$ cat src/rtl/fpr_pkg.sv
package fpr_pkg;
    localparam int unsigned WIDE_BITS   = 64;
    localparam int unsigned NARROW_BITS = 32;
    localparam logic [NARROW_BITS-1:0] SP_CANON_NAN = 32'h7FC0_0000;

    typedef enum logic {
        OPC_XFER  = 1'b0,
        OPC_ARITH = 1'b1
    } op_class_e;
endpackage

$ cat src/rtl/fpr_store.sv
module fpr_store #(
    parameter int unsigned FLEN   = 64,
    parameter int unsigned NARROW = 32,
    parameter int unsigned NREGS  = 8,
    localparam int unsigned AW    = $clog2(NREGS),
    localparam int unsigned HIGH  = FLEN - NARROW
) (
    input  logic                       clk,
    input  logic                       rst,
    input  logic                       wr_en,
    input  logic [AW-1:0]              wr_addr,
    input  logic                       wr_single,
    input  logic [FLEN-1:0]            wr_data,
    output logic [NREGS-1:0][FLEN-1:0] regs_q
);
    logic [FLEN-1:0] boxed_val;
    logic            addr_ok;

    assign addr_ok = ({1'b0, wr_addr} < (AW+1)'(NREGS));

    always_comb begin
        if (wr_single) begin
            boxed_val = {{HIGH{1'b1}}, wr_data[NARROW-1:0]};
        end else begin
            boxed_val = wr_data;
        end
    end

    always_ff @(posedge clk) begin
        if (rst) begin
            regs_q <= '0;
        end else if (wr_en && addr_ok) begin
            regs_q[wr_addr] <= boxed_val;
        end
    end


    narrow_box_fill_chk: assert property (@(posedge clk) disable iff (rst)
        (wr_en && addr_ok && wr_single) |=>
            (regs_q[$past(wr_addr)] == {{HIGH{1'b1}}, $past(wr_data[NARROW-1:0])}));


    wide_store_chk: assert property (@(posedge clk) disable iff (rst)
        (wr_en && addr_ok && !wr_single) |=> (regs_q[$past(wr_addr)] == $past(wr_data)));


    hold_chk: assert property (@(posedge clk) disable iff (rst)
        !wr_en |=> $stable(regs_q));
endmodule

$ cat src/rtl/fpr_read_port.sv
module fpr_read_port
    import fpr_pkg::*;
#(
    parameter int unsigned FLEN   = 64,
    parameter int unsigned NARROW = 32,
    parameter int unsigned NREGS  = 8,
    parameter logic [NARROW-1:0] CANON = SP_CANON_NAN,
    localparam int unsigned AW    = $clog2(NREGS),
    localparam int unsigned HIGH  = FLEN - NARROW
) (
    input  logic                       clk,
    input  logic                       rst,
    input  logic [NREGS-1:0][FLEN-1:0] regs_q,
    input  logic [AW-1:0]              rd_addr,
    input  logic                       rd_single,
    input  op_class_e                  rd_class,
    output logic [FLEN-1:0]            rd_data,
    output logic                       rd_boxed
);
    logic [FLEN-1:0] entry;
    logic            upper_ones;

    always_comb begin
        if ({1'b0, rd_addr} < (AW+1)'(NREGS)) begin
            entry = regs_q[rd_addr];
        end else begin
            entry = '0;
        end
    end

    assign upper_ones = &entry[FLEN-1:NARROW];
    assign rd_boxed   = rd_single & upper_ones;

    always_comb begin
        if (!rd_single) begin
            rd_data = entry;
        end else if ((rd_class == OPC_ARITH) && !upper_ones) begin
            rd_data = {{HIGH{1'b0}}, CANON};
        end else begin
            rd_data = {{HIGH{1'b0}}, entry[NARROW-1:0]};
        end
    end


    xfer_pass_chk: assert property (@(posedge clk) disable iff (rst)
        (rd_single && rd_class == OPC_XFER) |->
            (rd_data == {{HIGH{1'b0}}, regs_q[rd_addr][NARROW-1:0]}));


    canon_sub_chk: assert property (@(posedge clk) disable iff (rst)
        (rd_single && rd_class == OPC_ARITH && !rd_boxed) |->
            (rd_data == {{HIGH{1'b0}}, CANON}));


    wide_no_box_chk: assert property (@(posedge clk) disable iff (rst)
        !rd_single |-> !rd_boxed);


    wide_read_chk: assert property (@(posedge clk) disable iff (rst)
        !rd_single |-> (rd_data == regs_q[rd_addr]));
endmodule

$ cat src/rtl/nanbox_fpr.sv
module nanbox_fpr
    import fpr_pkg::*;
#(
    parameter int unsigned FLEN   = WIDE_BITS,
    parameter int unsigned NARROW = NARROW_BITS,
    parameter int unsigned NREGS  = 8,
    localparam int unsigned AW    = $clog2(NREGS),
    localparam int unsigned NPORT = 2
) (
    input  logic            clk,
    input  logic            rst,
    input  logic            wr_en,
    input  logic [AW-1:0]   wr_addr,
    input  logic            wr_single,
    input  logic [FLEN-1:0] wr_data,
    input  logic [AW-1:0]   rd_addr_a,
    input  logic            rd_single_a,
    input  logic            rd_arith_a,
    output logic [FLEN-1:0] rd_data_a,
    output logic            rd_boxed_a,
    input  logic [AW-1:0]   rd_addr_b,
    input  logic            rd_single_b,
    input  logic            rd_arith_b,
    output logic [FLEN-1:0] rd_data_b,
    output logic            rd_boxed_b
);
    logic [NREGS-1:0][FLEN-1:0] regs_q;
    logic [NPORT-1:0][AW-1:0]   p_addr;
    logic [NPORT-1:0]           p_single;
    logic [NPORT-1:0]           p_arith;
    logic [NPORT-1:0][FLEN-1:0] p_data;
    logic [NPORT-1:0]           p_boxed;

    assign p_addr   = {rd_addr_b, rd_addr_a};
    assign p_single = {rd_single_b, rd_single_a};
    assign p_arith  = {rd_arith_b, rd_arith_a};

    assign rd_data_a  = p_data[0];
    assign rd_boxed_a = p_boxed[0];
    assign rd_data_b  = p_data[1];
    assign rd_boxed_b = p_boxed[1];

    fpr_store #(.FLEN(FLEN), .NARROW(NARROW), .NREGS(NREGS)) u_store (
        .clk       (clk),
        .rst       (rst),
        .wr_en     (wr_en),
        .wr_addr   (wr_addr),
        .wr_single (wr_single),
        .wr_data   (wr_data),
        .regs_q    (regs_q)
    );

    for (genvar p = 0; p < NPORT; p++) begin : g_port
        fpr_read_port #(.FLEN(FLEN), .NARROW(NARROW), .NREGS(NREGS)) u_rd (
            .clk       (clk),
            .rst       (rst),
            .regs_q    (regs_q),
            .rd_addr   (p_addr[p]),
            .rd_single (p_single[p]),
            .rd_class  (op_class_e'(p_arith[p])),
            .rd_data   (p_data[p]),
            .rd_boxed  (p_boxed[p])
        );
    end
endmodule

$ cat config.mk
export PLATFORM = sky130hd
export DESIGN_NAME = nanbox_fpr
export DESIGN_NICKNAME = d
export VERILOG_FILES = /design/src/rtl/fpr_pkg.sv /design/src/rtl/fpr_store.sv /design/src/rtl/fpr_read_port.sv /design/src/rtl/nanbox_fpr.sv
export SDC_FILE = /design/constraint.sdc
export NUM_CORES = 1
export LEC_CHECK = 0
export ABC_CLOCK_PERIOD_IN_PS = 6410
export BUFFER_PORTS_ARGS = -buffer_cell sky130_fd_sc_hd__buf_4
export CAP_MARGIN = 20
export CORE_ASPECT_RATIO = 1.2
export CORE_MARGIN = 3
export CORE_UTILIZATION = 50
export DETAILED_ROUTE_END_ITERATION = 8
export PLACE_DENSITY = 0.69
export SLEW_MARGIN = 15
export SYNTH_ARGS = -nofsm -noshare
export SYNTH_HDL_FRONTEND = slang
export SYNTH_SLANG_ARGS = --single-unit
$ cat constraint.sdc
create_clock -name clk -period 6.41 [get_ports clk]
set_input_delay 1.282 -clock clk [delete_from_list [all_inputs] [get_ports clk]]
set_output_delay 1.282 -clock clk [all_outputs]
set_load 0.02 [all_outputs]
==> flow_metrics.env, run 1 <==
export IMPL_outcome="complete, no violations"
export IMPL_antenna_found_initial=2
export IMPL_stdcell_count=3391
export IMPL_synth_area_um2=25700
export IMPL_yosysUniqueCellTypes=25
export IMPL_cts_sinks=512
export IMPL_grt_first_pass_wirelength_um=122000
export IMPL_setup_violations=0
export IMPL_largest_register_ffs=512
export IMPL_hold_viol=0
export IMPL_drc_errors=0
export IMPL_leakagePower_nw=10.2
export IMPL_syn_inst=2674
export IMPL_finalCriticalPeriod_ns=5.57
export IMPL_wl_um=78600
export IMPL_synth_net_count=2755
export IMPL_cp_start_kind="input port"
export IMPL_whs_path_depth=2
export IMPL_synth_top_area_share_pct=39.8
export IMPL_gp_congestion=0.847
export IMPL_cts_path_max_buffers=3
export IMPL_reg2regPathDepth=2
export IMPL_grt_overflow_total=0
export IMPL_cts_tree="yes"
export IMPL_p_per_area_nw_per_um2=251
export IMPL_die_height_um=254
export IMPL_fin_crit_sh_pct=87.0
export IMPL_crit_type="input port to primary output"
export IMPL_slew_headroom_pct=19.0
export IMPL_max_stage_delay_ns=0.52
export IMPL_r2r_setup_slack_ns=5.57
export IMPL_n_fill_cell=4321
export IMPL_required_ns=5.13
export IMPL_yosysMostFrequentCell="nand2_1"
export IMPL_tightest_slew_ns=1.21
export IMPL_end_kind="primary output"
export IMPL_place_hpwl_um=47400
export IMPL_tns_ns=0
export IMPL_drt_iter0_drc=1904
export IMPL_ys_top_cells_by_count="519 x nand2_1, 512 x dfxtp_1, 405 x nor2_1"
export IMPL_drive_gt1_share_pct=22.4
export IMPL_dpl_cell_area_um2=27300
export IMPL_place_inst=3291
export IMPL_grt_setup_unrepaired="no"
export IMPL_die_x_um=213
export IMPL_postCtsSetupRepairBufs=0
export IMPL_initial_core_util_pct=50.9
export IMPL_slew_viol_final=0
export IMPL_grt_pass1_vias=21391
export IMPL_root_buffer="clkbuf_16"
export IMPL_floorplan_rows=90
export IMPL_synth_flop_cell="dfxtp_1"
export IMPL_synth_area_leaders="dfxtp_1 40%, mux4_2 22%, nand2_1 7.6%"
export IMPL_drv_cap=0
export IMPL_cp_max_fo=23
export IMPL_reg2reg_to="u_store.regs_q[167]"
export IMPL_path_clk_slew_ns=0.06
export IMPL_routedWlPerCell_um=23.2
export IMPL_ant_nets=0
export IMPL_reg_top3="u_store.regs_q: 512 flops"
export IMPL_coreArea_um2=50600
export IMPL_htreeDepth=2
export IMPL_path_cells="clkbuf_8, buf_12, mux4_2, mux2i_1, nor4_1, and4_1, a21oi_4, buf_4, buf_4, nor2_1, buf_4"
export IMPL_numCtsBuffers=53
export IMPL_synthArstFlopShare_pct=0
export IMPL_via_count=21333
export IMPL_hp_start="u_store.regs_q[478]"
export IMPL_slowest_stage="mux4_2"
export IMPL_fin_area_um2=29100
export IMPL_fin_nets=2784
export IMPL_yosysWarnings=0
export IMPL_hold_class="register to register"
export IMPL_power_total_w=0.00729
export IMPL_synth_edf_count=0
export IMPL_crit_arrival_ns=4.29
export IMPL_cts_resized=0
export IMPL_yosysTopAreaCell="dfxtp_1"
export IMPL_clk_latency_ns=0.60
export IMPL_vdd_drop_max_v=0.000201
export IMPL_fin_worst_skew_ns=0
export IMPL_critPathTopFamily="buffers and inverters"
export IMPL_fmax_ghz=0.179
export IMPL_worstPathBufferInverterCount=5
export IMPL_grtUsageTotal_pct=28.7
export IMPL_port_buffer_count=210
export IMPL_first_pass_iters=6
export IMPL_post_synth_cell_area_avg_um2=9.62
export IMPL_synth_seq_cells=512
export IMPL_dieArea_um2=54200
export IMPL_area_growth_pct=13.0
export IMPL_regMostFlops="u_store.regs_q"
export IMPL_io_pin_count=211
export IMPL_cp_startpoint="rd_addr_b[0]"
export IMPL_ys_seq_area_share_pct=39.8
export IMPL_ctsHoldBuffers=0
export IMPL_via_per_inst=6.29
export IMPL_grt_max_degree=169
export IMPL_hold_end="u_store.regs_q[478]"
export IMPL_r2r_start="u_store.regs_q[167]"
export IMPL_path_common_cell="buf_4"
-- worst max-delay path by stage --
stage | endpoint | slack, ns | cells past startpoint
CTS | rd_data_b[1] | 0.88 | 11
detailed placement | rd_data_b[1] | 0.89 | 11
finish | rd_data_b[1] | 0.84 | 11
floorplan | rd_data_a[10] | 2.02 | 8
global route | rd_data_b[31] | 0.74 | 11
global placement | rd_data_b[5] | 0.96 | 11
-- layer usage --
metal  routed length (µm)  share of wire, %  track usage [%]  up-vias
li1                     -                 -                -     9647
met1                30400                39             37.5    10441
met2                38300                49             47.7     1058
met3                 6970               8.9             4.80      187
met4                 2940               3.7             12.1        0
met5                    0                 0                0        -
-- kinds of logic (layout without fill, tap and decap cells) --
group                  count (synthesis)  count (layout)  synth area share [%]
other                                  0               2                     0
AOI/OAI and AO/OA                    532             532                  13.1
muxes                                366             366                  26.7
DFF                                  512             512                  39.8
and+or+nand+nor                      977             977                  14.8
buffers and inverters                287             358                  5.56
-- cell type report --
class                           count  area (µm²)  area share, %
Antenna cell                        2        5.00         0.0172
Clock buffer                       82        1630           5.59
Clock inverter                     15         150          0.516
Multi-Input combinational cell   1875       14100           48.6
Sequential cell                   512       10200           35.3
Tap cell                          644         806           2.77
Timing Repair Buffer              261        2110           7.27
-- report_power, final --
part / internal [W] / leakage [nW] / switching, W / total, W
clock network: 0.00182 / 0.884 / 0.00132 / 0.00314
registers: 0.00327 / 4.15 / 0.0000641 / 0.00334
logic: 0.000324 / 5.20 / 0.000493 / 0.000817
-- worst min-delay path, cell delays in order, from the launching register on --
cell	delay, ns
dfxtp_1	0.31
nand2_1	0.05
a21oi_1	0.05
-- per-stage QoR --
step	setup slack, ns	util (%)	hold slack [ns]
floorplan	2.02	-	0.443
global placement	0.963	53.9	0.448
detailed placement	0.889	53.9	0.456
CTS	0.884	57.4	0.464
global route	0.743	57.5	0.486
finish	0.836	57.5	0.465
-- cells in the final DEF, fill, tap and decap left out, types with 3 or more instances in the layout --
cell type    n
clkbuf_1    10
clkinv_2     9
mux2i_1    110
clkbuf_16   53
a21oi_1    256
and4_1       4
a211oi_1   256
clkbuf_8    21
nand2b_1     3
dfxtp_1    512
nand3_1      4
mux4_2     256
a211o_1     18
nor4_1      16
buf_4      248
nor2_1     399
nor2b_1     21
buf_12       9
nand2_1    517
nor2_4       6
(Power assumes the default switching activity.)
==> run 2: changes to the inputs <==
--- a/config.mk
+++ b/config.mk
@@ -5,14 +5,14 @@
 export SDC_FILE = /design/constraint.sdc
 export NUM_CORES = 1
 export LEC_CHECK = 0
-export ABC_CLOCK_PERIOD_IN_PS = 6410
+export ABC_CLOCK_PERIOD_IN_PS = 4900
 export BUFFER_PORTS_ARGS = -buffer_cell sky130_fd_sc_hd__buf_4
 export CAP_MARGIN = 20
 export CORE_ASPECT_RATIO = 1.2
 export CORE_MARGIN = 3
 export CORE_UTILIZATION = 50
 export DETAILED_ROUTE_END_ITERATION = 8
-export PLACE_DENSITY = 0.69
+export PLACE_DENSITY = 0.71
 export SLEW_MARGIN = 15
 export SYNTH_ARGS = -nofsm -noshare
 export SYNTH_HDL_FRONTEND = slang
==> constraint.sdc (replaced) <==
create_clock -name clk -period 4.9 [get_ports clk]
set_input_delay 0.98 -clock clk [delete_from_list [all_inputs] [get_ports clk]]
set_output_delay 0.98 -clock clk [all_outputs]
set_load 0.02 [all_outputs]
==> flow_metrics.env, run 2 (same netlist as run 1, synthesis figures left out) <==
export IMPL_path_clk_slew_ns=0.06
export IMPL_fin_worst_skew_ns=0
export IMPL_antenna_found_initial=0
export IMPL_cp_max_fo=32
export IMPL_reg_top3="u_store.regs_q: 512 flops"
export IMPL_io_pin_count=211
export IMPL_outcome="complete, no violations"
export IMPL_place_hpwl_um=47000
export IMPL_internal_power_w=0.00694
export IMPL_wl_um=78400
export IMPL_fmax_ghz=0.211
export IMPL_port_buffer_count=210
export IMPL_cts_tree="yes"
export IMPL_routedWlPerCell_um=23.1
export IMPL_slew_viol_final=0
export IMPL_grt_pass1_vias=21740
export IMPL_crit_arrival_ns=3.77
export IMPL_dieArea_um2=54200
export IMPL_initial_core_util_pct=50.9
export IMPL_power_total_w=0.00936
export IMPL_hold_class="register to register"
export IMPL_hold_viol=0
export IMPL_p_comb_share_pct=11.5
export IMPL_gp_congestion=0.847
export IMPL_final_common_cell="nand2_1"
export IMPL_drc_errors=0
export IMPL_grtUsageTotal_pct=28.7
export IMPL_root_buffer="clkbuf_16"
export IMPL_floorplan_rows=90
export IMPL_grt_setup_unrepaired="no"
export IMPL_tns_ns=0
export IMPL_p_per_area_nw_per_um2=322
export IMPL_leakagePower_nw=10.2
export IMPL_drv_cap=0
export IMPL_tightest_slew_ns=1.11
export IMPL_htreeDepth=2
export IMPL_final_cell_mix="516 x nand2_1, 512 x dfxtp_1, 399 x nor2_1"
export IMPL_crit_type="input port to primary output"
export IMPL_via_per_inst=6.33
export IMPL_fin_crit_sh_pct=96.9
export IMPL_cts_sinks=512
export IMPL_regMostFlops="u_store.regs_q"
export IMPL_cp_start_kind="input port"
export IMPL_place_ws_ns=0.147
export IMPL_grt_overflow_total=0
export IMPL_fin_nets=2791
export IMPL_via_count=21455
export IMPL_drt_iter0_drc=1964
export IMPL_clock_power_share_pct=41.8
export IMPL_whs_ns=0.465
export IMPL_grt_first_pass_wirelength_um=122000
export IMPL_largest_register_ffs=512
export IMPL_cts_path_max_buffers=3
export IMPL_area_growth_pct=13.1
export IMPL_end_kind="primary output"
export IMPL_numCtsBuffers=54
export IMPL_coreArea_um2=50600
export IMPL_seqPwrFrac_pct=46.6
export IMPL_clk_latency_ns=0.58
export IMPL_power_switching_w=0.00242
export IMPL_setup_violations=0
export IMPL_finalCriticalPeriod_ns=4.75
export IMPL_vdd_drop_max_v=0.000275
export IMPL_fin_ws_ns=0.154
export IMPL_ctsHoldBuffers=0
export IMPL_die_height_um=254
export IMPL_required_ns=3.92
export IMPL_grt_max_degree=157
export IMPL_slew_headroom_pct=25.8
export IMPL_die_x_um=213
export IMPL_ant_nets=0
export IMPL_drive_gt1_share_pct=22.4
export IMPL_first_pass_iters=8
export IMPL_switching_share_pct=25.8
==> run 2: path summary, 6_finish.rpt <==
path	slack [ns]	end	from	cells past startpoint
hold / removal	0.46	u_store.regs_q[411]	u_store.regs_q[411]	2
setup reg to reg	4.09	u_store.regs_q[240]	u_store.regs_q[240]	2
hold reg to reg	0.46	u_store.regs_q[411]	u_store.regs_q[411]	2
setup / recovery	0.15	rd_data_a[27]	rd_addr_a[2]	10
==> run 2: what timing repair did <==
action	CTS	global route
gates resized for setup	0	1
buffers inserted	0	0
endpoints found under the setup margin	0	19
==> run 2: stage by stage <==
| stage | cells | area [µm²] | util, % |
|---|---|---|---|
| finish | 3389 | 29100 | 57.5 |
| global route | 3388 | 29100 | 57.5 |
| CTS | 3388 | 29100 | 57.5 |
| detailed placement | 3298 | 27400 | 54.3 |
| global placement | 3298 | 27400 | 54.3 |
| floorplan | 2674 | 25700 | - |
==> run 2: metal layers <==
| metal | vias to the layer above | wire (µm) | track usage (%) |
|---|---|---|---|
| li1 | 9674 | - | - |
| met5 | - | 0 | 0 |
| met2 | 1152 | 38600 | 48.6 |
| met1 | 10437 | 29800 | 36.9 |
| met3 | 192 | 7410 | 5.19 |
| met4 | 0 | 2560 | 10.4 |
==> run 2: worst max-delay path, cell delays in order <==
cell and delay [ns]:
buf_4 0.39, buf_4 0.34, mux4_2 0.23, mux2i_1 0.14, nor4_1 0.54, and4_1 0.42, a21oi_4 0.11, buf_12 0.18
a211o_1 0.25, buf_4 0.16
==> run 2: area by class of cell <==
cell class	count	area (µm²)
diodes	1	2.50
clock buffers	76	1550
clock inverters	14	104
fillers	4271	21500
multi-input cells	1875	14100
flip-flops and latches	512	10200
well taps	644	806
repair buffers	267	2260
==> run 2: power by group through the flow <==
stage | sequential, W | combinational, W | clock (W)
floorplan | 0.00443 | 0.000762 | 0
global placement | 0.00444 | 0.00105 | 0
detailed placement | 0.00446 | 0.00107 | 0
CTS | 0.00436 | 0.00107 | 0.00395
global route | 0.00438 | 0.00115 | 0.00412
finish | 0.00437 | 0.00108 | 0.00392
